### src/rtl/rcm_pkg.sv
package rcm_pkg;

  typedef enum logic [1:0] {
    OP_FLUSH = 2'd0,
    OP_INV   = 2'd1,
    OP_FINV  = 2'd2
  } mop_e;

  localparam logic [2:0] SEL_CTRL      = 3'd0;
  localparam logic [2:0] SEL_END       = 3'd1;
  localparam logic [2:0] SEL_START     = 3'd2;
  localparam logic [2:0] SEL_END_HI    = 3'd3;
  localparam logic [2:0] SEL_START_HI  = 3'd4;
  localparam logic [2:0] SEL_ALL_INV   = 3'd5;
  localparam logic [2:0] SEL_ALL_FLUSH = 3'd6;

  localparam int unsigned CB_DIS   = 0;
  localparam int unsigned CB_MODE  = 6;
  localparam int unsigned CB_BUSY  = 8;
  localparam int unsigned CB_OP_LO = 9;

  // region code 001 selects the invalidate class; every other code flushes
  function automatic mop_e decode_region(input logic [2:0] code, input logic inv_mode);
    mop_e r;
    r = OP_FLUSH;
    if (code == 3'b001) r = inv_mode ? OP_FINV : OP_INV;
    return r;
  endfunction

  function automatic mop_e decode_whole(input logic inv_reg, input logic inv_mode);
    mop_e r;
    r = OP_FLUSH;
    if (inv_reg) r = inv_mode ? OP_FINV : OP_INV;
    return r;
  endfunction

endpackage

### src/rtl/rcm_regs.sv
module rcm_regs
  import rcm_pkg::*;
#(
  parameter int unsigned AW    = 32,
  parameter bit          HI_EN = 1'b0
) (
  input  logic          clk,
  input  logic          rst_n,
  input  logic          we,
  input  logic [2:0]    sel,
  input  logic [AW-1:0] wdata,
  input  logic [2:0]    rd_sel,
  output logic [AW-1:0] rd_data,
  input  logic          busy,
  output logic          inv_mode,
  output logic [2:0]    rgn_code,
  output logic [AW-1:0] end_addr,
  output logic          launch_rgn,
  output logic          launch_all,
  output logic          all_is_inv
);

  logic          dis_q, mode_q;
  logic [2:0]    code_q;
  logic [AW-1:0] end_q, start_q;
  logic [AW-1:0] end_hi, start_hi;
  logic          wr_ok;

  assign wr_ok = we && !busy;

  always_ff @(posedge clk or negedge rst_n) begin
    if (!rst_n) begin
      dis_q   <= 1'b0;
      mode_q  <= 1'b0;
      code_q  <= 3'd0;
      end_q   <= '0;
      start_q <= '0;
    end else if (wr_ok) begin
      case (sel)
        SEL_CTRL: begin
          dis_q  <= wdata[CB_DIS];
          mode_q <= wdata[CB_MODE];
          code_q <= wdata[CB_OP_LO +: 3];
        end
        SEL_END:   end_q   <= wdata;
        SEL_START: start_q <= wdata;
        default: ;
      endcase
    end
  end

  generate
    if (HI_EN) begin : g_hi
      always_ff @(posedge clk or negedge rst_n) begin
        if (!rst_n) begin
          end_hi   <= '0;
          start_hi <= '0;
        end else if (wr_ok) begin
          if (sel == SEL_END_HI)   end_hi   <= wdata;
          if (sel == SEL_START_HI) start_hi <= wdata;
        end
      end
    end else begin : g_nohi
      assign end_hi   = '0;
      assign start_hi = '0;
    end
  endgenerate

  assign launch_rgn = wr_ok && (sel == SEL_START);
  assign launch_all = wr_ok && ((sel == SEL_ALL_INV) || (sel == SEL_ALL_FLUSH));
  assign all_is_inv = (sel == SEL_ALL_INV);
  assign inv_mode   = mode_q;
  assign rgn_code   = code_q;
  assign end_addr   = end_q;

  always_comb begin
    rd_data = '0;
    case (rd_sel)
      SEL_CTRL: begin
        rd_data[CB_DIS]       = dis_q;
        rd_data[CB_MODE]      = mode_q;
        rd_data[CB_BUSY]      = busy;
        rd_data[CB_OP_LO +: 3] = code_q;
      end
      SEL_END:      rd_data = end_q;
      SEL_START:    rd_data = start_q;
      SEL_END_HI:   rd_data = end_hi;
      SEL_START_HI: rd_data = start_hi;
      default:      rd_data = '0;
    endcase
  end

  // programming is frozen during a pass
  p_cfg_frozen_r11: assert property (@(posedge clk) disable iff (!rst_n)
    busy |=> ($stable(end_q) && $stable(start_q) && $stable(code_q) && $stable(mode_q)));

endmodule

### src/rtl/rcm_tagstore.sv
module rcm_tagstore #(
  parameter int unsigned LW   = 26,
  parameter int unsigned SETS = 8,
  localparam int unsigned IDXW = $clog2(SETS),
  localparam int unsigned TW   = LW - IDXW
) (
  input  logic            clk,
  input  logic            rst_n,
  input  logic            fill_en,
  input  logic [LW-1:0]   fill_line,
  input  logic            fill_dirty,
  input  logic [LW-1:0]   a_line,
  input  logic            a_whole,
  output logic            a_hit,
  output logic            a_dirty,
  output logic [LW-1:0]   a_stored,
  input  logic            u_en,
  input  logic [IDXW-1:0] u_idx,
  input  logic            u_kill,
  input  logic            u_clean,
  input  logic [LW-1:0]   p_line,
  output logic            p_hit,
  output logic            p_dirty
);

  logic [SETS-1:0] vld, drt;
  logic [TW-1:0]   tg [SETS];

  logic [IDXW-1:0] a_idx, p_idx, f_idx;
  assign a_idx = a_line[IDXW-1:0];
  assign p_idx = p_line[IDXW-1:0];
  assign f_idx = fill_line[IDXW-1:0];

  assign a_hit    = vld[a_idx] && (a_whole || (tg[a_idx] == a_line[LW-1:IDXW]));
  assign a_dirty  = drt[a_idx];
  assign a_stored = {tg[a_idx], a_idx};

  assign p_hit   = vld[p_idx] && (tg[p_idx] == p_line[LW-1:IDXW]);
  assign p_dirty = p_hit && drt[p_idx];

  always_ff @(posedge clk or negedge rst_n) begin
    if (!rst_n) begin
      vld <= '0;
      drt <= '0;
      for (int i = 0; i < SETS; i++) tg[i] <= '0;
    end else begin
      if (u_en) begin
        if (u_kill) begin
          vld[u_idx] <= 1'b0;
          drt[u_idx] <= 1'b0;
        end else if (u_clean) begin
          drt[u_idx] <= 1'b0;
        end
      end
      if (fill_en) begin
        vld[f_idx] <= 1'b1;
        drt[f_idx] <= fill_dirty;
        tg[f_idx]  <= fill_line[LW-1:IDXW];
      end
    end
  end

  // a drop leaves the set empty
  p_kill_drops_r5: assert property (@(posedge clk) disable iff (!rst_n)
    (u_en && u_kill && !fill_en) |=> !vld[$past(u_idx)]);

endmodule

### src/rtl/rcm_walker.sv
module rcm_walker
  import rcm_pkg::*;
#(
  parameter int unsigned LW   = 26,
  parameter int unsigned SETS = 8,
  localparam int unsigned IDXW = $clog2(SETS)
) (
  input  logic            clk,
  input  logic            rst_n,
  input  logic            launch_rgn,
  input  logic            launch_all,
  input  mop_e            op_in,
  input  logic [LW-1:0]   first_line,
  input  logic [LW-1:0]   last_line,
  output logic [LW-1:0]   lk_line,
  output logic            lk_whole,
  input  logic            lk_hit,
  input  logic            lk_dirty,
  input  logic [LW-1:0]   lk_stored,
  input  logic            wb_ack,
  output logic            wb_valid,
  output logic [LW-1:0]   wb_line,
  output logic            u_en,
  output logic [IDXW-1:0] u_idx,
  output logic            u_kill,
  output logic            u_clean,
  output logic            busy
);

  typedef enum logic [1:0] {W_IDLE, W_LOOK, W_WAIT} wst_e;

  wst_e          st_q;
  logic [LW-1:0] cur_q, last_q, wbl_q;
  mop_e          op_q;
  logic          whole_q;

  logic need_wb, at_end, adv;

  assign need_wb = lk_hit && lk_dirty && (op_q != OP_INV);
  assign at_end  = (cur_q >= last_q);
  assign lk_line = cur_q;
  assign lk_whole = whole_q;
  assign u_idx   = cur_q[IDXW-1:0];
  assign busy    = (st_q != W_IDLE);
  assign wb_valid = (st_q == W_WAIT);
  assign wb_line = wbl_q;

  always_comb begin
    adv = 1'b0; u_en = 1'b0; u_kill = 1'b0; u_clean = 1'b0;
    if (st_q == W_LOOK && !need_wb) begin
      adv = 1'b1;
      if (lk_hit && op_q != OP_FLUSH) begin
        u_en = 1'b1; u_kill = 1'b1;
      end
    end else if (st_q == W_WAIT && wb_ack) begin
      adv = 1'b1; u_en = 1'b1;
      u_kill  = (op_q != OP_FLUSH);
      u_clean = (op_q == OP_FLUSH);
    end
  end

  always_ff @(posedge clk or negedge rst_n) begin
    if (!rst_n) begin
      st_q <= W_IDLE; cur_q <= '0; last_q <= '0; wbl_q <= '0;
      op_q <= OP_FLUSH; whole_q <= 1'b0;
    end else begin
      case (st_q)
        W_IDLE: begin
          if (launch_rgn) begin
            cur_q <= first_line; last_q <= last_line;
            whole_q <= 1'b0; op_q <= op_in; st_q <= W_LOOK;
          end else if (launch_all) begin
            cur_q <= '0; last_q <= LW'(SETS - 1);
            whole_q <= 1'b1; op_q <= op_in; st_q <= W_LOOK;
          end
        end
        W_LOOK: if (need_wb) begin
          wbl_q <= whole_q ? lk_stored : cur_q;
          st_q  <= W_WAIT;
        end
        default: ;
      endcase
      if (adv) begin
        if (at_end) st_q <= W_IDLE;
        else begin
          cur_q <= cur_q + 1'b1;
          st_q  <= W_LOOK;
        end
      end
    end
  end

  // request held steady until accepted
  p_wb_hold_r9: assert property (@(posedge clk) disable iff (!rst_n)
    (wb_valid && !wb_ack) |=> (wb_valid && $stable(wb_line)));
  // plain invalidate never writes back
  p_no_wb_inv_r5: assert property (@(posedge clk) disable iff (!rst_n)
    (busy && op_q == OP_INV) |-> !wb_valid);
  // lines visited one at a time, ascending
  p_step_up_r7: assert property (@(posedge clk) disable iff (!rst_n)
    (adv && !at_end) |=> (cur_q == $past(cur_q) + 1'b1));

endmodule

### src/rtl/rcm_engine.sv
module rcm_engine
  import rcm_pkg::*;
#(
  parameter int unsigned AW    = 32,
  parameter int unsigned SETS  = 8,
  parameter bit          HI_EN = 1'b0,
  localparam int unsigned LW   = AW - 6,
  localparam int unsigned IDXW = $clog2(SETS)
) (
  input  logic          clk,
  input  logic          rst_n,
  input  logic          reg_we,
  input  logic [2:0]    reg_sel,
  input  logic [AW-1:0] reg_wdata,
  input  logic [2:0]    rd_sel,
  output logic [AW-1:0] rd_data,
  input  logic          line_cfg,
  input  logic          fill_en,
  input  logic [AW-1:0] fill_addr,
  input  logic          fill_dirty,
  input  logic [AW-1:0] probe_addr,
  output logic          probe_hit,
  output logic          probe_dirty,
  output logic          wb_valid,
  output logic [AW-1:0] wb_addr,
  input  logic          wb_ack,
  output logic          busy
);

  // line number: address with the in-line offset removed
  function automatic logic [LW-1:0] to_line(input logic [AW-1:0] a, input logic cfg);
    logic [AW-1:0] s;
    s = cfg ? (a >> 6) : (a >> 7);
    return s[LW-1:0];
  endfunction

  function automatic logic [AW-1:0] to_addr(input logic [LW-1:0] l, input logic cfg);
    logic [AW-1:0] e;
    e = {l, 6'b0};
    return cfg ? e : (e << 1);
  endfunction

  logic          inv_mode, launch_rgn, launch_all, all_is_inv;
  logic [2:0]    rgn_code;
  logic [AW-1:0] end_addr;
  mop_e          op_sel;

  logic [LW-1:0]   lk_line, lk_stored, wb_line;
  logic            lk_whole, lk_hit, lk_dirty;
  logic            u_en, u_kill, u_clean;
  logic [IDXW-1:0] u_idx;

  rcm_regs #(.AW(AW), .HI_EN(HI_EN)) u_regs (
    .clk(clk), .rst_n(rst_n), .we(reg_we), .sel(reg_sel), .wdata(reg_wdata),
    .rd_sel(rd_sel), .rd_data(rd_data), .busy(busy), .inv_mode(inv_mode),
    .rgn_code(rgn_code), .end_addr(end_addr), .launch_rgn(launch_rgn),
    .launch_all(launch_all), .all_is_inv(all_is_inv)
  );

  assign op_sel = launch_rgn ? decode_region(rgn_code, inv_mode)
                             : decode_whole(all_is_inv, inv_mode);

  rcm_walker #(.LW(LW), .SETS(SETS)) u_walk (
    .clk(clk), .rst_n(rst_n), .launch_rgn(launch_rgn), .launch_all(launch_all),
    .op_in(op_sel), .first_line(to_line(reg_wdata, line_cfg)),
    .last_line(to_line(end_addr, line_cfg)), .lk_line(lk_line), .lk_whole(lk_whole),
    .lk_hit(lk_hit), .lk_dirty(lk_dirty), .lk_stored(lk_stored), .wb_ack(wb_ack),
    .wb_valid(wb_valid), .wb_line(wb_line), .u_en(u_en), .u_idx(u_idx),
    .u_kill(u_kill), .u_clean(u_clean), .busy(busy)
  );

  rcm_tagstore #(.LW(LW), .SETS(SETS)) u_tags (
    .clk(clk), .rst_n(rst_n), .fill_en(fill_en && !busy),
    .fill_line(to_line(fill_addr, line_cfg)), .fill_dirty(fill_dirty),
    .a_line(lk_line), .a_whole(lk_whole), .a_hit(lk_hit), .a_dirty(lk_dirty),
    .a_stored(lk_stored), .u_en(u_en), .u_idx(u_idx), .u_kill(u_kill),
    .u_clean(u_clean), .p_line(to_line(probe_addr, line_cfg)),
    .p_hit(probe_hit), .p_dirty(probe_dirty)
  );

  assign wb_addr = to_addr(wb_line, line_cfg);

  // start write while idle is visible as busy on the next cycle
  p_launch_busy_r3: assert property (@(posedge clk) disable iff (!rst_n)
    (reg_we && reg_sel == SEL_START && !busy) |=> busy);
  // write-back addresses are line aligned for the selected size
  p_wb_align_r8: assert property (@(posedge clk) disable iff (!rst_n)
    wb_valid |-> ((wb_addr[5:0] == 6'd0) && (line_cfg || !wb_addr[6])));
  // upper extension registers read zero without wide addressing
  p_upper_zero_r12: assert property (@(posedge clk) disable iff (!rst_n)
    (!HI_EN && (rd_sel == SEL_END_HI || rd_sel == SEL_START_HI)) |-> (rd_data == '0));

endmodule

### config.mk
export PLATFORM = sky130hd
export DESIGN_NAME = rcm_engine
export DESIGN_NICKNAME = d
export VERILOG_FILES = /design/src/rtl/rcm_pkg.sv /design/src/rtl/rcm_regs.sv /design/src/rtl/rcm_tagstore.sv /design/src/rtl/rcm_walker.sv /design/src/rtl/rcm_engine.sv
export SDC_FILE = /design/constraint.sdc
export NUM_CORES = 1
export LEC_CHECK = 0
export ABC_CLOCK_PERIOD_IN_PS = 8800
export BUFFER_PORTS_ARGS = -buffer_cell sky130_fd_sc_hd__clkbuf_2
export CAP_MARGIN = 20
export CELL_PAD_IN_SITES_DETAIL_PLACEMENT = 1
export CELL_PAD_IN_SITES_GLOBAL_PLACEMENT = 1
export CORE_UTILIZATION = 45
export CTS_CLUSTER_DIAMETER = 150
export DETAILED_ROUTE_END_ITERATION = 12
export PLACE_DENSITY_LB_ADDON = 0.1
export SETUP_SLACK_MARGIN = 0.1
export SYNTH_ARGS = -nofsm -noshare
export SYNTH_HDL_FRONTEND = slang
export SYNTH_HIERARCHICAL = 1
export SYNTH_SLANG_ARGS = --single-unit
### constraint.sdc
create_clock -name clk -period 8.8 [get_ports clk]
set_clock_uncertainty 0.05 [all_clocks]
set_input_delay 1.76 -clock clk [delete_from_list [all_inputs] [get_ports clk]]
set_output_delay 1.76 -clock clk [all_outputs]
set_load 0.02 [all_outputs]
==> reports/results.tsv, run 1 <==
stage	metric	value	unit
clock_network	cts_hold_buf	0	
grt	grt_pass1_vias	15300	
logic_synthesis	synth-edff-count	0	
min_path	min_path_type	flop to flop	
pwr	pwr-share-seq	36.5	%
critical_path	crit_chain	buf_6 -> mux2_4 -> mux4_2 -> mux2i_1 -> xnor2_1 -> a2111oi_1 -> nand3_1 -> nor4_2 -> nor2b_1 -> clkbuf_2	
pwr	netSwitchingFraction	37.3	%
routing	totalWireLength	59300	um
job	drv_cap	0	
logic_synthesis	syn_inst	1629	
clock_network	numCtsBuffers	42	
critical_path	worstPathMaxFanout	37	
sta	setup_violations	0	
layout	drive_gt1_share	42.4	%
clock_network	cts_buffer_depth	3	
clock_network	cts-root-buf	clkbuf_16	
grt	grtUsageTotal	25.9	%
logic_synthesis	yosys_warnings	6	
sta	setup_slack	1.67	ns
floorplanning	io_pins	177	
grt	grt_antenna_before_repair	1	
floorplanning	fp.dieH	217	um
sta	fmax	140	MHz
clock_network	clock_latency	0.57	ns
layout	filler_cell_count	4641	
placed_design	pre_cts_slack	1.60	ns
layout	final_common_cell	dfrtp_1	
critical_path	ff2ff_path_depth	13	
critical_path	required	6.99	ns
pwr	power_frac_comb	42.2	%
clock_network	post_cts_buffers	0	
sta	rsz0062_at_grt	false	
logic_synthesis	synthArstFlopShare	100	%
critical_path	worstSetupPathType	primary input to primary output	
critical_path	worst-path-stages	10	
logic_synthesis	avgSynthCellArea	12.7	um^2
sta	slew_headroom	28.2	%
grt	grt_max_degree	146	
outcome	status	finished clean	
critical_path	path_buf_inv	2	
sta	hold_ws	0.458	ns
grt	grt_pass1_wl	92900	um
floorplanning	die_w	217	um
sta	min_period_over_period	81.0	%
routing	vias_per_cell	5.90	
placed_design	dp_cells	2300	
routing	dr.first_iter.drc_count	830	
sta	period_needed	7.13	ns
placed_design	portBuffers	158	
layout	nets	1884	
sta	finalMaxSlewViolations	0	
layout	multi_input_area	0.0111	mm^2
critical_path	r2r-start	u_walk/lk_line[0]	
logic_synthesis	synth-main-ff-cell	dfrtp_1	
logic_synthesis	netlist.top_cell.by_area	dfrtp_1	
floorplanning	initial_utilization	45.6	%
clock_network	htreeDepth	2	
sta	fin_setup_tns	0	ns
critical_path	startpoint	line_cfg	
routing	dr.pass1.iters	5	
critical_path	crit_path_end	probe_dirty	
logic_synthesis	yosys-top-cells-area	dfrtp_1, mux2_2, mux4_2	
logic_synthesis	synth_top_area_share	42.4	%
critical_path	reg2reg_slack	3.67	ns
clock_network	cts_num_sinks	352	
routing	vias	14000	
clock_network	cts_tree	done	
logic_synthesis	synthDistinctLibCells	79	
sta	final_hold_viol_count	0	
routing	ant_nets	0	
pwr	power_density	365	mW/mm^2
clock_network	cts_resized	0	
routing	drc	0	
critical_path	cp_data_arrival_time	5.32	ns
layout	syn2layout_area_growth	12.3	%
layout	regArea	0.00881	mm^2
clock_network	clk_pin_slew	0.05	ns
floorplanning	coreArea	0.0455	mm^2
pwr	ir_drop	0.172	mV
critical_path	crit_path_top_delay_cell	mux2_4	
routing	wire_per_inst	24.9	um
critical_path	crit_path_end_kind	primary output	
critical_path	critPathLaunchType	primary input	
critical_path	slowest_delay	0.73	ns
logic_synthesis	ys_seq_area_share	42.4	%
pwr	leakage	10.4	nW
pwr	p_sw	3.17	mW
placed_design	dpl.hpwl	39900	um
placed_design	place.gp.congestion	0.830	
pwr	p_int	5.33	mW
layout	layout_common_cells	dfrtp_1, mux2_2, clkbuf_2	
critical_path	crit_family	multiplexers	
critical_path	timing.rr.end	u_walk/wb_line[15]	
logic_synthesis	synth_seq_cells	352	
floorplanning	rows	78	
sta	worstMarginPinSlew	1.07	ns
grt	grt_overflow_total	0	
layout	fin_cells	2377	
floorplanning	die_area	0.0470	mm^2
pwr	clock_power_share	21.3	%
logic_synthesis	synth.cell_area	0.0208	mm^2
-- worst min-delay path by stage --
stage,startpoint,end,depth (start not counted)
floorplan,u_walk/last_q[0],u_walk/last_q[0],1
global placement,u_walk/last_q[0],u_walk/last_q[0],1
detailed placement,u_regs/start_q[6],u_regs/start_q[6],1
CTS,u_regs/start_q[0],u_regs/start_q[0],1
global route,u_regs/start_q[6],u_regs/start_q[6],1
finish,u_regs/start_q[1],u_regs/start_q[1],1
-- worst register-to-register path, stage by stage, from the launching register on --
cell      delay (ns)
dfrtp_4         0.79
buf_4           0.49
mux4_2          0.56
nand2b_1        0.09
o221ai_1        0.31
xor2_1          0.28
nor4_1          0.43
a21oi_1         0.18
nor3_1          0.24
nand2_1         0.12
or2_2           0.34
nor2b_4         0.83
nor2_1          0.15
a21oi_1         0.18
-- metal layers --
metal	track usage, %	up-vias	wire length, um
met3	4.58	98	2780
met1	33.8	7318	25500
met5	0	-	0
li1	-	6292	-
met4	9.51	0	1910
met2	43.1	323	29100
-- synthesized netlist by cell type, drive strengths merged (2+ instances only) --
master and count:
nand2 83, or4b 2, nor2b 9, and4 3, a22oi 2, a21oi 58, a221o 11, nor3b 3
nor3 15, nor4 11, nand3 19, nand2b 25, and2b 2, o2bb2ai 2, or2 10, o22ai 3
dfrtp 352, o211ai 12, mux2i 89, nor2 44, buf 67, xor2 40, clkbuf 48, and2 9
nand4 12, mux4 81, a21o 9, a22o 26, a211o 3, inv 33, a221oi 5, or3 7
o311ai 2, xnor2 10, and3 7, o21ai 66, ha 27, mux2 392, o221ai 13
-- flip-flops by register name, indices dropped and copies added (netlist names) --
signal,flops
u_regs/dis_q,1
u_regs/end_addr,32
u_regs/inv_mode,1
u_regs/rgn_code,3
u_regs/start_q,32
u_tags/drt,8
u_tags/tg,184
u_tags/vld,8
u_walk/last_q,26
u_walk/lk_line,26
u_walk/lk_whole,1
u_walk/op_q,2
u_walk/st_q,2
u_walk/wb_line,26
-- power groups by stage --
stage               Clock [mW]  Sequential [mW]  Combinational [mW]
floorplan                    0             2.82                2.75
global placement             0             3.06                3.49
detailed placement           0             3.12                3.57
CTS                       1.86             3.10                3.60
global route              1.91             3.22                3.88
finish                    1.81             3.11                3.59
-- cell type report --
class	count	area share, %
Timing Repair Buffer	185	4.61
Inverter	33	0.531
Sequential cell	352	37.8
Multi-Input combinational cell	1134	47.7
Tap cell	600	3.22
Antenna cell	1	0.0107
Clock buffer	58	5.24
Clock inverter	14	0.875
-- through the flow --
step | instance area [um^2] | total power [mW] | util, %
floorplan | 20800 | 5.56 | -
global placement | 21800 | 6.55 | 47.9
detailed placement | 21800 | 6.69 | 47.9
CTS | 23200 | 8.56 | 51.1
global route | 23300 | 9.01 | 51.3
finish | 23300 | 8.51 | 51.3
-- cells by family after synthesis --
logic type	share of synthesized area (%)
AOI/OAI and AO/OA	7.19
xor gates and xnor gates	2.11
adders and majority gates	1.63
buffers and inverters	4.24
DFF	42.4
muxes	35.6
other	0.0181
and+or+nand+nor	6.81
No activity file was read; power rests on OpenSTA's default activity.
==> run 2: changes to the inputs <==
Settings changed: ABC_CLOCK_PERIOD_IN_PS 8800 to 6300.
Clock period 8.8 ns to 6.3 ns, I/O delays scaled along.
==> reports/results.tsv, run 2 (same netlist as run 1, synthesis figures left out) <==
stage	metric	value	unit	change
layout	layout_common_cells	dfrtp_1, mux2_2, clkbuf_2		
clock_network	htreeDepth	2		unchanged
sta	period_needed	5.90	ns	
sta	finalMaxSlewViolations	0		unchanged
critical_path	worstSetupPathType	primary input to primary output		
routing	drc	0		unchanged
clock_network	clock_latency	0.58	ns	about the same
critical_path	required	4.99	ns	-2.00 ns
floorplanning	die_area	0.0470	mm^2	unchanged
sta	fin_setup_tns	0	ns	unchanged
placed_design	dpl.hpwl	40400	um	+1.2%
pwr	pwr-share-seq	37.0	%	+0.5 points
clock_network	cts_resized	0		unchanged
grt	grt_pass1_vias	15100		-1.3%
grt	grt_max_degree	131		-10%
placed_design	pre_cts_slack	0.293	ns	-1.31 ns
min_path	hold_path_startpoint	u_walk/last_q[0]		
critical_path	cp_data_arrival_time	4.59	ns	-0.73 ns
sta	worstMarginPinSlew	1.01	ns	-0.0593 ns
grt	grt_overflow_total	0		unchanged
outcome	status	finished clean		
layout	drive_gt1_share	42.1	%	-0.27 points
critical_path	path_buf_inv	3		+1
min_path	min_path_cells	1		unchanged
pwr	p_sw	4.43	mW	+40%
floorplanning	io_pins	177		unchanged
layout	syn2layout_area_growth	12.4	%	
job	drv_cap	0		unchanged
critical_path	worstPathMaxFanout	20		-46%
pwr	p_int	7.40	mW	+39%
placed_design	place.gp.congestion	0.817		-1.5%
pwr	power_density	507	mW/mm^2	+39%
clock_network	cts_tree	done		
layout	largest_reg_flops	184		unchanged
grt	grt_pass1_wl	93100	um	+0.19%
sta	rsz0062_at_grt	false		
routing	wire_per_inst	25.1	um	+0.45%
routing	dr.pass1.iters	5		unchanged
pwr	ir_drop	0.266	mV	+55%
floorplanning	fp.dieH	217	um	unchanged
layout	regMostFlops	u_tags/tg		
clock_network	post_cts_buffers	0		unchanged
critical_path	timing.rr.end	u_walk/lk_line[22]		
floorplanning	rows	78		unchanged
critical_path	crit_path_top_delay_cell	mux4_1		
pwr	power_frac_comb	42.3	%	about the same
routing	totalWireLength	59800	um	+0.79%
routing	vias_per_cell	5.92		+0.25%
grt	grt_antenna_before_repair	0		-1
critical_path	slowest_delay	0.56	ns	-0.17 ns
critical_path	crit_path_end_kind	primary output		
critical_path	crit_family	simple AND/OR/NAND/NOR gates		
pwr	clock_power_share	20.8	%	-0.5 points
clock_network	clk_pin_slew	0.05	ns	about the same
sta	final_hold_viol_count	0		unchanged
pwr	leakage	10.4	nW	+0.14%
critical_path	crit_chain	buf_6 -> mux2_4 -> buf_12 -> mux4_1 -> mux2i_1 -> xor2_1 -> nand4_1 -> or4_1 -> nor4_2 -> nor2b_1 -> clkbuf_2		
clock_network	numCtsBuffers	43		+2.4%
floorplanning	die_w	217	um	unchanged
critical_path	critPathLaunchType	primary input		
clock_network	cts-root-buf	clkbuf_16		
routing	ant_nets	0		unchanged
sta	setup_slack	0.397	ns	-1.27 ns
sta	slew_headroom	32.3	%	+4.1 points
min_path	min_to	u_walk/last_q[0]		
layout	final_common_cell	dfrtp_1		
layout	nets	1893		+0.48%
clock_network	cts_hold_buf	0		unchanged
grt	grtUsageTotal	26.0	%	+0.13 points
placed_design	portBuffers	158		unchanged
sta	setup_violations	0		unchanged
layout	antenna_cells	0		-1
critical_path	reg2reg_slack	1.27	ns	-2.40 ns
layout	filler_cell_count	4717		+1.6%
sta	min_period_over_period	93.7	%	
routing	vias	14100		+0.58%
critical_path	r2r-start	u_walk/lk_line[1]		
clock_network	cts_num_sinks	352		unchanged
clock_network	cts_buffer_depth	3		unchanged
sta	fmax	169	MHz	
critical_path	ff2ff_path_depth	16		+3
floorplanning	initial_utilization	45.6	%	unchanged
routing	dr.first_iter.drc_count	841		+1.3%
min_path	min_path_type	flop to flop		
pwr	netSwitchingFraction	37.5	%	+0.17 points
floorplanning	coreArea	0.0455	mm^2	unchanged
run 2: cell count changes in the layout (fill, tap and decap cells not counted), sizes merged:
cell / previous run / this run
clkbuf: 214 / 226
bufinv: 5 / 2
buf: 29 / 37
inv: 34 / 33
clkinvlp: 2 / 0
diode: 1 / 0
clkinv: 6 / 1
run 2: layout make-up:
class                      count  area, um^2  area share, %
sequential                   352        8810           37.8
clock inverter                 3        68.8          0.295
multi-input combinational   1134       11100           47.7
tap                          600         751           3.22
inverter                      33         124          0.531
timing repair buffer         193        1150           4.93
clock buffer                  70        1310           5.61
run 2: power by group through the flow:
stage / registers, mW / logic [mW] / clock network, mW
floorplan: 3.93 / 3.83 / 0
global placement: 4.32 / 4.86 / 0
detailed placement: 4.40 / 4.99 / 0
CTS: 4.37 / 5.03 / 2.52
global route: 4.52 / 5.40 / 2.60
finish: 4.38 / 5.00 / 2.46
run 2: metal layers:
metal / up-vias / routed length (um) / global-route usage [%]
met5: - / 0 / 0
met4: 0 / 1330 / 6.55
met3: 66 / 2160 / 4.21
met2: 274 / 29300 / 43.5
met1: 7458 / 26900 / 35.3
li1: 6315 / - / -
run 2: worst max path at each step:
stage / startpoint / to / slack (ns) / depth (start not counted)
2_1_floorplan: line_cfg / probe_dirty / 0.64 / 12
3_3_place_gp: line_cfg / probe_dirty / 0.31 / 11
3_5_place_dp: line_cfg / probe_dirty / 0.29 / 11
4_1_cts: line_cfg / probe_dirty / 0.28 / 11
5_1_grt: line_cfg / probe_dirty / 0.11 / 11
6_report: line_cfg / probe_dirty / 0.40 / 11
run 2: worst reg2reg max path: stages, from the launching register on:
cell       delay, ns
dfrtp_2         0.73
buf_4           0.55
mux4_2          0.42
nand2b_1        0.10
o221ai_1        0.30
xor2_1          0.26
nor4_1          0.40
a41oi_1         0.21
nor3_1          0.28
nand2_1         0.12
o21ai_2         0.26
a221oi_4        0.11
and4_4          0.21
a21oi_2         0.36
buf_4           0.31
o2bb2ai_1       0.16
a211o_1         0.12
run 2: per-stage QoR:
step	hold WS [ns]	area, um^2	util (%)	power [mW]	cells
6_report	0.457	23300	51.3	11.8	2385
5_1_grt	0.469	23300	51.3	12.5	2385
4_1_cts	0.460	23300	51.3	11.9	2384
3_5_place_dp	0.444	21900	48.2	9.39	2311
3_3_place_gp	0.426	21900	48.2	9.18	2310
2_1_floorplan	0.414	20800	-	7.77	1634
